==> config.mk <==
export PLATFORM = sky130hd
export DESIGN_NAME = nl_arm_sequencer
export DESIGN_NICKNAME = d
export VERILOG_FILES = /design/src/rtl/nl_seq_pkg.sv /design/src/rtl/nl_thresholds.sv /design/src/rtl/nl_level_ctrl.sv /design/src/rtl/nl_release_map.sv /design/src/rtl/nl_arm_sequencer.sv
export SDC_FILE = /design/constraint.sdc
export NUM_CORES = 1
export LEC_CHECK = 0
export ABC_AREA = 1
export CELL_PAD_IN_SITES_DETAIL_PLACEMENT = 1
export CELL_PAD_IN_SITES_GLOBAL_PLACEMENT = 1
export CORE_MARGIN = 4
export CORE_UTILIZATION = 45
export CTS_CLUSTER_DIAMETER = 150
export DETAILED_ROUTE_END_ITERATION = 16
export DONT_BUFFER_PORTS = 1
export GPL_ROUTABILITY_DRIVEN = 0
export PLACE_DENSITY_LB_ADDON = 0.1
export SLEW_MARGIN = 25
export SYNTH_ARGS = -nofsm -noshare
export SYNTH_HDL_FRONTEND = slang
export SYNTH_SLANG_ARGS = --single-unit
==> constraint.sdc <==
create_clock -name clk -period 13.9 [get_ports clk]
set_input_delay 2.085 -clock clk [delete_from_list [all_inputs] [get_ports clk]]
set_output_delay 2.085 -clock clk [all_outputs]
set_load 0.01 [all_outputs]
==> src/rtl/nl_seq_pkg.sv <==
// Shared definitions for the arm insertion sequencer.
// Assumes: mode bit 0 selects stacked release, 1 selects balanced release.
package nl_seq_pkg;
    typedef enum logic {
        REL_STACKED  = 1'b0,
        REL_BALANCED = 1'b1
    } rel_mode_e;
endpackage

==> src/rtl/nl_thresholds.sv <==
// Computes per-slot switching thresholds from a slot list and module voltages.
// Assumes: every slot holds a valid module index; sums cannot overflow SW bits.
module nl_thresholds #(
    parameter int N_SM = 6,
    parameter int VW   = 12,
    parameter int IDXW = 3,
    parameter int SW   = 15
) (
    input  logic [N_SM*VW-1:0]   volts,
    input  logic [N_SM*IDXW-1:0] order,
    output logic [N_SM*SW-1:0]   thr,
    output logic [SW-1:0]        total
);
    // Walk the slots, accumulating voltage and placing each midpoint.
    always_comb begin
        logic [SW-1:0] acc;
        logic [VW-1:0] vk;
        acc = '0;
        thr = '0;
        for (int k = 0; k < N_SM; k++) begin
            vk = '0;
            for (int j = 0; j < N_SM; j++) begin
                if (order[k*IDXW +: IDXW] == IDXW'(j)) vk = volts[j*VW +: VW];
            end
            thr[k*SW +: SW] = acc + SW'(vk >> 1);
            acc = acc + SW'(vk);
        end
        total = acc;
    end
endmodule

==> src/rtl/nl_level_ctrl.sv <==
// Tracks the inserted count and, in balanced mode, the crest of the reference.
// Assumes: thresholds are non-decreasing across slots; hold forces the count to 0.
module nl_level_ctrl #(
    parameter int N_SM = 6,
    parameter int SW   = 15,
    parameter int CW   = 17,
    parameter int CNTW = 3
) (
    input  logic              clk,
    input  logic              rst_n,
    input  logic [CW-1:0]     mag,
    input  logic [CW-1:0]     hyst,
    input  logic [N_SM*SW-1:0] thr,
    input  logic              sym,
    input  logic              hold,
    output logic [CNTW-1:0]   cnt_q,
    output logic [CNTW-1:0]   pk_q,
    output logic              peaked_q
);
    logic [CNTW-1:0] tgt;
    logic [CW-1:0]   mx_q;
    logic            crest;

    // Nearest-level target: slots whose midpoint lies below the magnitude.
    always_comb begin
        tgt = '0;
        for (int k = 0; k < N_SM; k++) begin
            if (mag > CW'(thr[k*SW +: SW])) tgt = tgt + 1'b1;
        end
    end

    // Crest: fall from the running maximum beyond the hysteresis.
    assign crest = sym && !peaked_q && (cnt_q != '0) && (mx_q > mag) && ((mx_q - mag) > hyst);

    // Count stepping, running maximum and crest capture.
    always_ff @(posedge clk) begin
        if (!rst_n) begin
            cnt_q    <= '0;
            pk_q     <= '0;
            peaked_q <= 1'b0;
            mx_q     <= '0;
        end else begin
            if (hold)            cnt_q <= '0;
            else if (tgt > cnt_q) cnt_q <= cnt_q + 1'b1;
            else if (tgt < cnt_q) cnt_q <= cnt_q - 1'b1;
            if (cnt_q == '0) begin
                peaked_q <= 1'b0;
                mx_q     <= mag;
            end else begin
                if (mag > mx_q) mx_q <= mag;
                if (crest) begin
                    peaked_q <= 1'b1;
                    pk_q     <= cnt_q;
                end
            end
        end
    end
endmodule

==> src/rtl/nl_release_map.sv <==
// Maps the inserted count onto module insert bits through the slot list.
// Assumes: after a crest the active slot window ends at the captured count.
module nl_release_map #(
    parameter int N_SM = 6,
    parameter int IDXW = 3,
    parameter int CNTW = 3
) (
    input  logic [N_SM*IDXW-1:0] ord,
    input  logic [CNTW-1:0]      cnt,
    input  logic [CNTW-1:0]      pk,
    input  logic                 peaked,
    output logic [N_SM-1:0]      ins
);
    logic [CNTW-1:0] lo;
    logic [CNTW:0]   hi;

    // Select the window of slots [lo, hi) and set the bits of their modules.
    always_comb begin
        lo  = (peaked && (cnt < pk)) ? (pk - cnt) : '0;
        hi  = {1'b0, lo} + {1'b0, cnt};
        ins = '0;
        for (int s = 0; s < N_SM; s++) begin
            for (int m = 0; m < N_SM; m++) begin
                if (((CNTW+1)'(s) >= {1'b0, lo}) && ((CNTW+1)'(s) < hi) &&
                    (ord[s*IDXW +: IDXW] == IDXW'(m)))
                    ins[m] = 1'b1;
            end
        end
    end
endmodule

==> src/rtl/nl_arm_sequencer.sv <==
// Top of the arm sequencer: magnitude/polarity, capture of slot list, saturation.
// Assumes: ref_i and vsm_i share one LSB; order_i is a permutation of module indices.
module nl_arm_sequencer #(
    parameter int N_SM = 6,
    parameter int VW   = 12,
    parameter int RW   = 16,
    parameter int IDXW = (N_SM > 1) ? $clog2(N_SM) : 1
) (
    input  logic                   clk,
    input  logic                   rst_n,
    input  logic signed [RW-1:0]   ref_i,
    input  logic [N_SM*VW-1:0]     vsm_i,
    input  logic [N_SM*IDXW-1:0]   order_i,
    input  logic                   mode_i,
    input  logic [RW-1:0]          hyst_i,
    output logic [N_SM-1:0]        ins_o,
    output logic                   neg_o,
    output logic                   sat_o
);
    import nl_seq_pkg::*;

    localparam int CNTW = $clog2(N_SM + 1);
    localparam int SW   = VW + CNTW;
    localparam int CW   = ((RW > SW) ? RW : SW) + 1;

    logic [RW-1:0]        ref_abs;
    logic [CW-1:0]        mag;
    logic [N_SM*SW-1:0]   thr_in, thr_q;
    logic [SW-1:0]        total_in, total_q;
    logic [N_SM*IDXW-1:0] ord_q;
    logic                 mode_q;
    logic                 loaded_q;
    logic                 neg_q, sat_q;
    logic                 capture;
    logic [CNTW-1:0]      cnt_q, pk_q;
    logic                 peaked_q;

    // Reference magnitude; the most negative code maps to its true size.
    assign ref_abs = ref_i[RW-1] ? RW'(-ref_i) : RW'(ref_i);
    assign mag     = CW'(ref_abs);

    // Capture only with an empty arm at a polarity change, or once after reset.
    assign capture = (cnt_q == '0) && (!loaded_q || (ref_i[RW-1] != neg_q));

    nl_thresholds #(.N_SM(N_SM), .VW(VW), .IDXW(IDXW), .SW(SW)) u_thr (
        .volts (vsm_i),
        .order (order_i),
        .thr   (thr_in),
        .total (total_in)
    );

    // Hold slot list, thresholds, full voltage and mode between captures.
    always_ff @(posedge clk) begin
        if (!rst_n) begin
            thr_q    <= '0;
            total_q  <= '0;
            ord_q    <= '0;
            mode_q   <= REL_STACKED;
            loaded_q <= 1'b0;
        end else if (capture) begin
            thr_q    <= thr_in;
            total_q  <= total_in;
            ord_q    <= order_i;
            mode_q   <= mode_i;
            loaded_q <= 1'b1;
        end
    end

    // Register polarity and saturation every sample.
    always_ff @(posedge clk) begin
        if (!rst_n) begin
            neg_q <= 1'b0;
            sat_q <= 1'b0;
        end else begin
            neg_q <= ref_i[RW-1];
            sat_q <= mag > CW'(total_q);
        end
    end

    nl_level_ctrl #(.N_SM(N_SM), .SW(SW), .CW(CW), .CNTW(CNTW)) u_lvl (
        .clk      (clk),
        .rst_n    (rst_n),
        .mag      (mag),
        .hyst     (CW'(hyst_i)),
        .thr      (thr_q),
        .sym      (mode_q == REL_BALANCED),
        .hold     (capture),
        .cnt_q    (cnt_q),
        .pk_q     (pk_q),
        .peaked_q (peaked_q)
    );

    nl_release_map #(.N_SM(N_SM), .IDXW(IDXW), .CNTW(CNTW)) u_map (
        .ord    (ord_q),
        .cnt    (cnt_q),
        .pk     (pk_q),
        .peaked (peaked_q),
        .ins    (ins_o)
    );

    assign neg_o = neg_q;
    assign sat_o = sat_q;
endmodule

==> metrics.md, run 1 <==
| Metric | Value |
|---|---|
| Synth Net Count | `3061` |
| Clock skew | `16.4 ps` |
| Post-synthesis xor/xnor area fraction | `4.42%` |
| Antenna Nets Post-Route | `0` |
| Yosys warns | `0` |
| Leak | `8.86 nW` |
| Final setup viols | `0` |
| Worst endpoint required time | `14210 ps` |
| Per-cell routed wire length | `22.5 um` |
| FP Rows | `72` |
| Compound-Gate Fraction of Synth Area | `25.9%` |
| Final WL | `71400 um` |
| Sequential fraction of the synthesis area | `16.3%` |
| First-pass GRT wire length | `110000 um` |
| Starting Density | `45.5%` |
| Pwr dens | `285 nW/um^2` |
| Root buf cell | `clkbuf_16` |
| Simple-gate share of the synthesized area | `21.9%` |
| Post-synth cell types | `62` |
| Share of cells above drive strength 1 | `5.00%` |
| Number of max-slew violations in the final report | `0` |
| GRT Util Overall | `33.0%` |
| Hold bufs inserted after CTS | `0` |
| TritonCTS clock tree | `built` |
| I/O pin total | `133` |
| Netlist Area Pre-Place | `17600 sq um` |
| Area growth, synth to finish | `7.49%` |
| Placed cells | `3148` |
| Routed vias | `19400` |
| Async SR Flop Fraction | `0%` |
| DRC viols | `0` |
| Die Ht | `206 um` |
| Most frequent CP cell | `nand2_1` |
| Worst Path Arrival | `9990 ps` |
| Top cell type by total area after synthesis | `ha_1` |
| Top cell type's share of synthesized area | `19.0%` |
| Clk slew on worst S/H paths | `60 ps` |
| Largest stage delay, worst path | `750 ps` |
| Number of synthesized register bits | `143` |
| Vias in the first global route | `19700` |
| Pre-antenna DRT Iters | `6` |
| Final Cell Area | `18900 sq um` |
| RSZ-0062 raised after global routing | `false` |
| Diodes inserted | `0` |
| GRT Residual Overflow | `0` |
| Fmax | `103 MHz` |
| Crit path launch type | `input port` |
| Slew of the pin with the lowest slew margin | `1190 ps` |
| Endpoint class of the critical path | `register` |
| Post-synth EDFFs | `0` |
| Synthesized area per cell | `6.63 sq um` |
| Port bufs | `0` |
| Final Cycle Share | `69.7%` |
| Core ar. | `38600 sq um` |
| Layout Cells excl Fill | `3178` |
| Largest net degree at the start of global routing | `68` |
| Minimum clock period | `9690 ps` |
| Total negative slack | `0 ps` |
| Final hold vios | `0` |
| Most used DFF post-synth | `dfxtp_1` |
| H-tree lvl count | `4` |
| Synth top area cells | `ha_1, dfxtp_1, inv_1, nand2_1, a21oi_1` |
| TritonCTS Buffers | `17` |
| Largest family of logic cells by synthesized area | `compound AO/OA/AOI/OAI gates` |
| Die Area | `42300 sq um` |
| WHS | `452 ps` |
| Setup CP Type | `in2reg` |
| Initial antenna violation count | `0` |
| Peak supply drop | `0.000209 V` |
| Normalized max-slew margin | `20.3%` |
| Detailed router's first-iteration violation count | `1520` |
| Worst path slowest cell | `nor3_2` |
| Post-Synthesis Cells | `2655` |
| Status | `completed` |
| DP Wirelength | `57400 um` |
| Resize count post-CTS | `0` |
| Worst Hold Class | `reg2reg` |
| Clock Path Buffers | `2` |
| DP Area | `18300 sq um` |
| MaxCap Viol Count | `0` |
| Die X-Extent | `206 um` |
| Mux contribution to synthesized area | `0%` |
| Routed vias/inst | `6.09` |
| Post-synthesis adder-cell area fraction | `20.6%` |
| Maximum fanout along the worst path | `10` |
| Worst-Skew Late Latency | `450 ps` |
| Sink Count | `143` |
| Post-CTS Setup Bufs | `0` |
| Nets | `3055` |
flip-flops by register name, summed over array words and instances, names as in the netlist:
signal / count
loaded_q: 1
mode_q: 1
neg_o: 1
ord_q: 18
sat_o: 1
thr_q: 83
total_q: 15
u_lvl.cnt_q: 3
u_lvl.mx_q: 16
u_lvl.peaked_q: 1
u_lvl.pk_q: 3
worst paths after layout:
| path | startpoint | endpoint | slack (ps) | cells past startpoint |
|---|---|---|---|---|
| setup / recovery | order_i[0] | thr_q[89] | 4210 | 42 |
| hold / removal | thr_q[59] | thr_q[59] | 450 | 2 |
| setup reg to reg | thr_q[3] | u_lvl.cnt_q[2] | 8030 | 36 |
| hold reg to reg | thr_q[59] | thr_q[59] | 450 | 2 |
logic make-up (layout without fill, tap and decap cells):
family | count (synthesis) | count (layout)
AO/OA/AOI/OAI | 764 | 764
XOR/XNOR | 88 | 88
adder cells (fa/ha/maj) | 281 | 281
buffers and inverters | 512 | 517
flip-flops | 143 | 143
AND/OR/NAND/NOR | 867 | 867
cells in the mapped netlist, drive strengths merged, types with 2 or more instances:
cell type and count:
a21boi 2, clkinv 6, inv 452, a211oi 4, o21ai 189, buf 15
a22oi 8, dfxtp 143, o21bai 7, a2111oi 2, nand2 460, a31oi 13
fa 14, xor2 54, a221oi 38, o22ai 126, o31ai 4, o32ai 8
xnor2 34, o211ai 36, a32oi 2, nand3b 5, nand4 37, nor4 6
ha 267, a21oi 277, and2 9, nor3 41, a21o 8, o21a 7
nand3 120, a22o 7, clkbuf 39, a31o 2, or2 9, o2111ai 16
o221ai 5, nor2 178
critical path, delay by kind of cell:
family	cells	cell delay (ps)
xor+xnor	4	990
buf+inv	5	530
simple gates	18	2640
fa+ha+maj	6	2050
compound gates	9	1690
cell usage in the layout, fill, tap and decap left out, types with 8 or more instances in the layout:
master / instances
inv_1: 444
nand2_1: 444
a21oi_1: 271
ha_1: 267
o21ai_0: 172
nor2_1: 168
dfxtp_1: 143
o22ai_1: 126
nand3_1: 109
xor2_1: 52
a221oi_1: 38
nor3_1: 36
nand4_1: 36
o211ai_1: 36
xnor2_1: 33
buf_4: 29
clkbuf_16: 17
o2111ai_1: 16
fa_1: 14
a31oi_1: 13
o21ai_1: 12
nand3_2: 10
and2_1: 9
a22oi_1: 8
nand2_2: 8
a21o_1: 8
o32ai_1: 8
cell type report:
type	count	area (sq um)
sequential	143	2860
inverter	458	1720
timing repair buffer	29	218
multi-input combinational	2000	12800
tap	518	648
clock inverter	10	185
clock buffer	20	457
fill	5142	19700
per-layer routing:
layer  global-route usage [%]  up-vias  share of wire, %
li1                         -     9128                 -
met1                     42.6     9309                43
met2                     55.2      738                46
met3                     6.34      176               7.4
met4                     11.5        0               4.1
met5                        0        -                 0
stage by stage:
stage	utilization, %	total power [mW]	worst slack (ps)
finish	49.0	5.39	4210
floorplan	-	3.65	5560
global route	49.0	5.92	3600
global placement	47.3	4.57	4650
detailed placement	47.3	4.74	4220
CTS	48.9	5.34	4480
power breakdown:
group	switching (mW)	internal, mW	leakage [nW]
combinational	2.79	1.46	7.37
sequential	0.0567	0.550	1.18
clock	0.204	0.327	0.312
total	3.06	2.34	8.86
Power figures use the tool's default switching activity.
==> run 2, diff against run 1 <==
Clock period 13.9 ns to 9.4 ns, I/O delays scaled along.
==> run 2 against run 1 <==
Sequential power up 48%; flip-flop and latch count unchanged; design area about the same; worst setup slack worse by 3400 ps; cell count up 0.16%; sequential share of layout area about the same; critical endpoint unchanged; largest cell class unchanged; largest power group unchanged.
==> metrics.md, run 2 (synthesis results as in run 1) <==
| Metric | Value |
|---|---|
| GRT Util Overall | `34.2% (was 33.0%)` |
| Die X-Extent | `206 um (unchanged)` |
| Routed vias/inst | `6.15 (was 6.09)` |
| Minimum clock period | `8550 ps` |
| TritonCTS clock tree | `built (unchanged)` |
| H-tree lvl count | `4 (unchanged)` |
| Sink Count | `143 (unchanged)` |
| RSZ-0062 raised after global routing | `false (unchanged)` |
| Die Ht | `206 um (unchanged)` |
| GRT Residual Overflow | `0 (unchanged)` |
| Final setup viols | `0 (unchanged)` |
| Initial antenna violation count | `0 (unchanged)` |
| Normalized max-slew margin | `27.7% (was 20.3%)` |
| Most frequent cells in the layout | `inv_1, nand2_1, a21oi_1 (unchanged)` |
| Net Sw Power | `4.45 mW (was 3.06 mW)` |
| Largest stage delay, worst path | `460 ps (was 750 ps)` |
| Per-cell routed wire length | `23.0 um (was 22.5 um)` |
| Routed vias | `19600 (was 19400)` |
| Starting Density | `45.5% (unchanged)` |
| Post-CTS Setup Bufs | `0 (unchanged)` |
| Max reg flops | `83 (unchanged)` |
| Final WL | `73300 um (was 71400 um)` |
| Worst-Skew Late Latency | `460 ps (was 450 ps)` |
| First-pass GRT wire length | `113000 um (was 110000 um)` |
| Resize count post-CTS | `0 (unchanged)` |
| I/O pin total | `133 (unchanged)` |
| Worst Hold Class | `reg2reg (unchanged)` |
| Leak | `8.86 nW (about the same)` |
| Sw Share | `56.7% (was 56.6%)` |
| Fmax | `117 MHz` |
| Diodes inserted | `0 (unchanged)` |
| Hold bufs inserted after CTS | `0 (unchanged)` |
| Clock Path Buffers | `2 (unchanged)` |
| Number of max-slew violations in the final report | `0 (unchanged)` |
| Die Area | `42300 sq um (unchanged)` |
| Pre-antenna DRT Iters | `8 (was 6)` |
| Most frequent CP cell | `nand2_1 (unchanged)` |
| Sequential share of power | `11.4% (was 11.2%)` |
| Top reg by flops | `thr_q (unchanged)` |
| Vias in the first global route | `20100 (was 19700)` |
| WHS | `461 ps (was 452 ps)` |
| Layout Cells excl Fill | `3183 (was 3178)` |
| Final Cycle Share | `91.0%` |
| MaxCap Viol Count | `0 (unchanged)` |
| TritonCTS Buffers | `17 (unchanged)` |
| Setup CP Type | `in2reg (unchanged)` |
| DRC viols | `0 (unchanged)` |
| FP Rows | `72 (unchanged)` |
| Final hold vios | `0 (unchanged)` |
| Clock skew | `8.36 ps (was 16.4 ps)` |
| Worst path slowest cell | `fa_1 (was nor3_2)` |
| Peak supply drop | `0.000385 V (was 0.000209 V)` |
| Core ar. | `38600 sq um (unchanged)` |
| Placed cells | `3152 (was 3148)` |
| Comb power frac | `79.4% (was 78.9%)` |
| Endpoint class of the critical path | `register (unchanged)` |
| Biggest registers after layout | `thr_q x83, ord_q x18, u_lvl.mx_q x16 (unchanged)` |
| Root buf cell | `clkbuf_16 (unchanged)` |
| Slew of the pin with the lowest slew margin | `1080 ps (was 1190 ps)` |
| DP Wirelength | `59400 um (was 57400 um)` |
| Status | `completed (unchanged)` |
| Pwr dens | `415 nW/um^2 (was 285 nW/um^2)` |
| R2R Setup Slk | `3500 ps (was 8030 ps)` |
| Area growth, synth to finish | `7.41% (was 7.49%)` |
| Clock share of power | `9.2% (was 9.8%)` |
| Worst Path Arrival | `8870 ps (was 9990 ps)` |
| Clk slew on worst S/H paths | `60 ps (about the same)` |
| Crit path launch type | `input port (unchanged)` |
| Worst endpoint required time | `9720 ps (was 14210 ps)` |
| Nets | `3059 (was 3055)` |
| Largest net degree at the start of global routing | `93 (was 68)` |
| Maximum fanout along the worst path | `7 (was 10)` |
| Internal | `3.40 mW (was 2.34 mW)` |
| Port bufs | `0 (unchanged)` |
| Total negative slack | `0 ps (unchanged)` |
| Share of cells above drive strength 1 | `5.22% (was 5.00%)` |
| Detailed router's first-iteration violation count | `1489 (was 1520)` |
| Antenna Nets Post-Route | `0 (unchanged)` |
[run 2: final timing paths]
| kind | startpoint | to | cells past startpoint |
|---|---|---|---|
| setup / recovery | order_i[0] | thr_q[89] | 43 |
| hold / removal | thr_q[59] | thr_q[59] | 2 |
| setup reg to reg | thr_q[7] | u_lvl.cnt_q[2] | 36 |
| hold reg to reg | thr_q[59] | thr_q[59] | 2 |
[run 2: per-stage QoR]
stage	util, %	setup WS, ps	power [mW]	instance area, sq um
after floorplan	-	1740	5.40	17600
after global placement	47.4	974	6.77	18300
after detailed placement	47.4	567	7.00	18300
after CTS	48.9	988	7.81	18900
after global routing	48.9	278	8.71	18900
final	48.9	848	7.85	18900
[run 2: critical path, delay by kind of cell]
kind                     cells  cell delay, ps
AND/OR/NAND/NOR             18            2170
AO/OA/AOI/OAI               11            1810
adder cells (fa/ha/maj)      5            1860
XOR/XNOR                     4            1010
buffers and inverters        5             590
[run 2: power by group through the flow]
stage                     clock network (mW)  registers [mW]  logic [mW]
final                                  0.721           0.897        6.23
after floorplan                            0           0.880        4.52
after global placement                     0           0.899        5.87
after global routing                   0.759           0.914        7.03
after detailed placement                   0           0.907        6.09
after CTS                              0.733           0.896        6.18
[run 2: metal layers]
metal	global-route usage [%]	part of all wire (%)	wire [um]	up-vias
met5	0.714	0.071	52	-
met4	13.6	4.5	3280	2
met3	9.35	7.8	5730	227
met2	57.8	46	33800	700
met1	41.3	42	30500	9512
li1	-	-	-	9148
[run 2: area by class of cell]
cell class | count | area (sq um)
Fill cell | 5201 | 19700
Multi-Input combinational cell | 2000 | 12800
Sequential cell | 143 | 2860
Inverter | 458 | 1720
Tap cell | 518 | 648
Clock buffer | 19 | 453
Timing Repair Buffer | 33 | 251
Clock inverter | 12 | 143
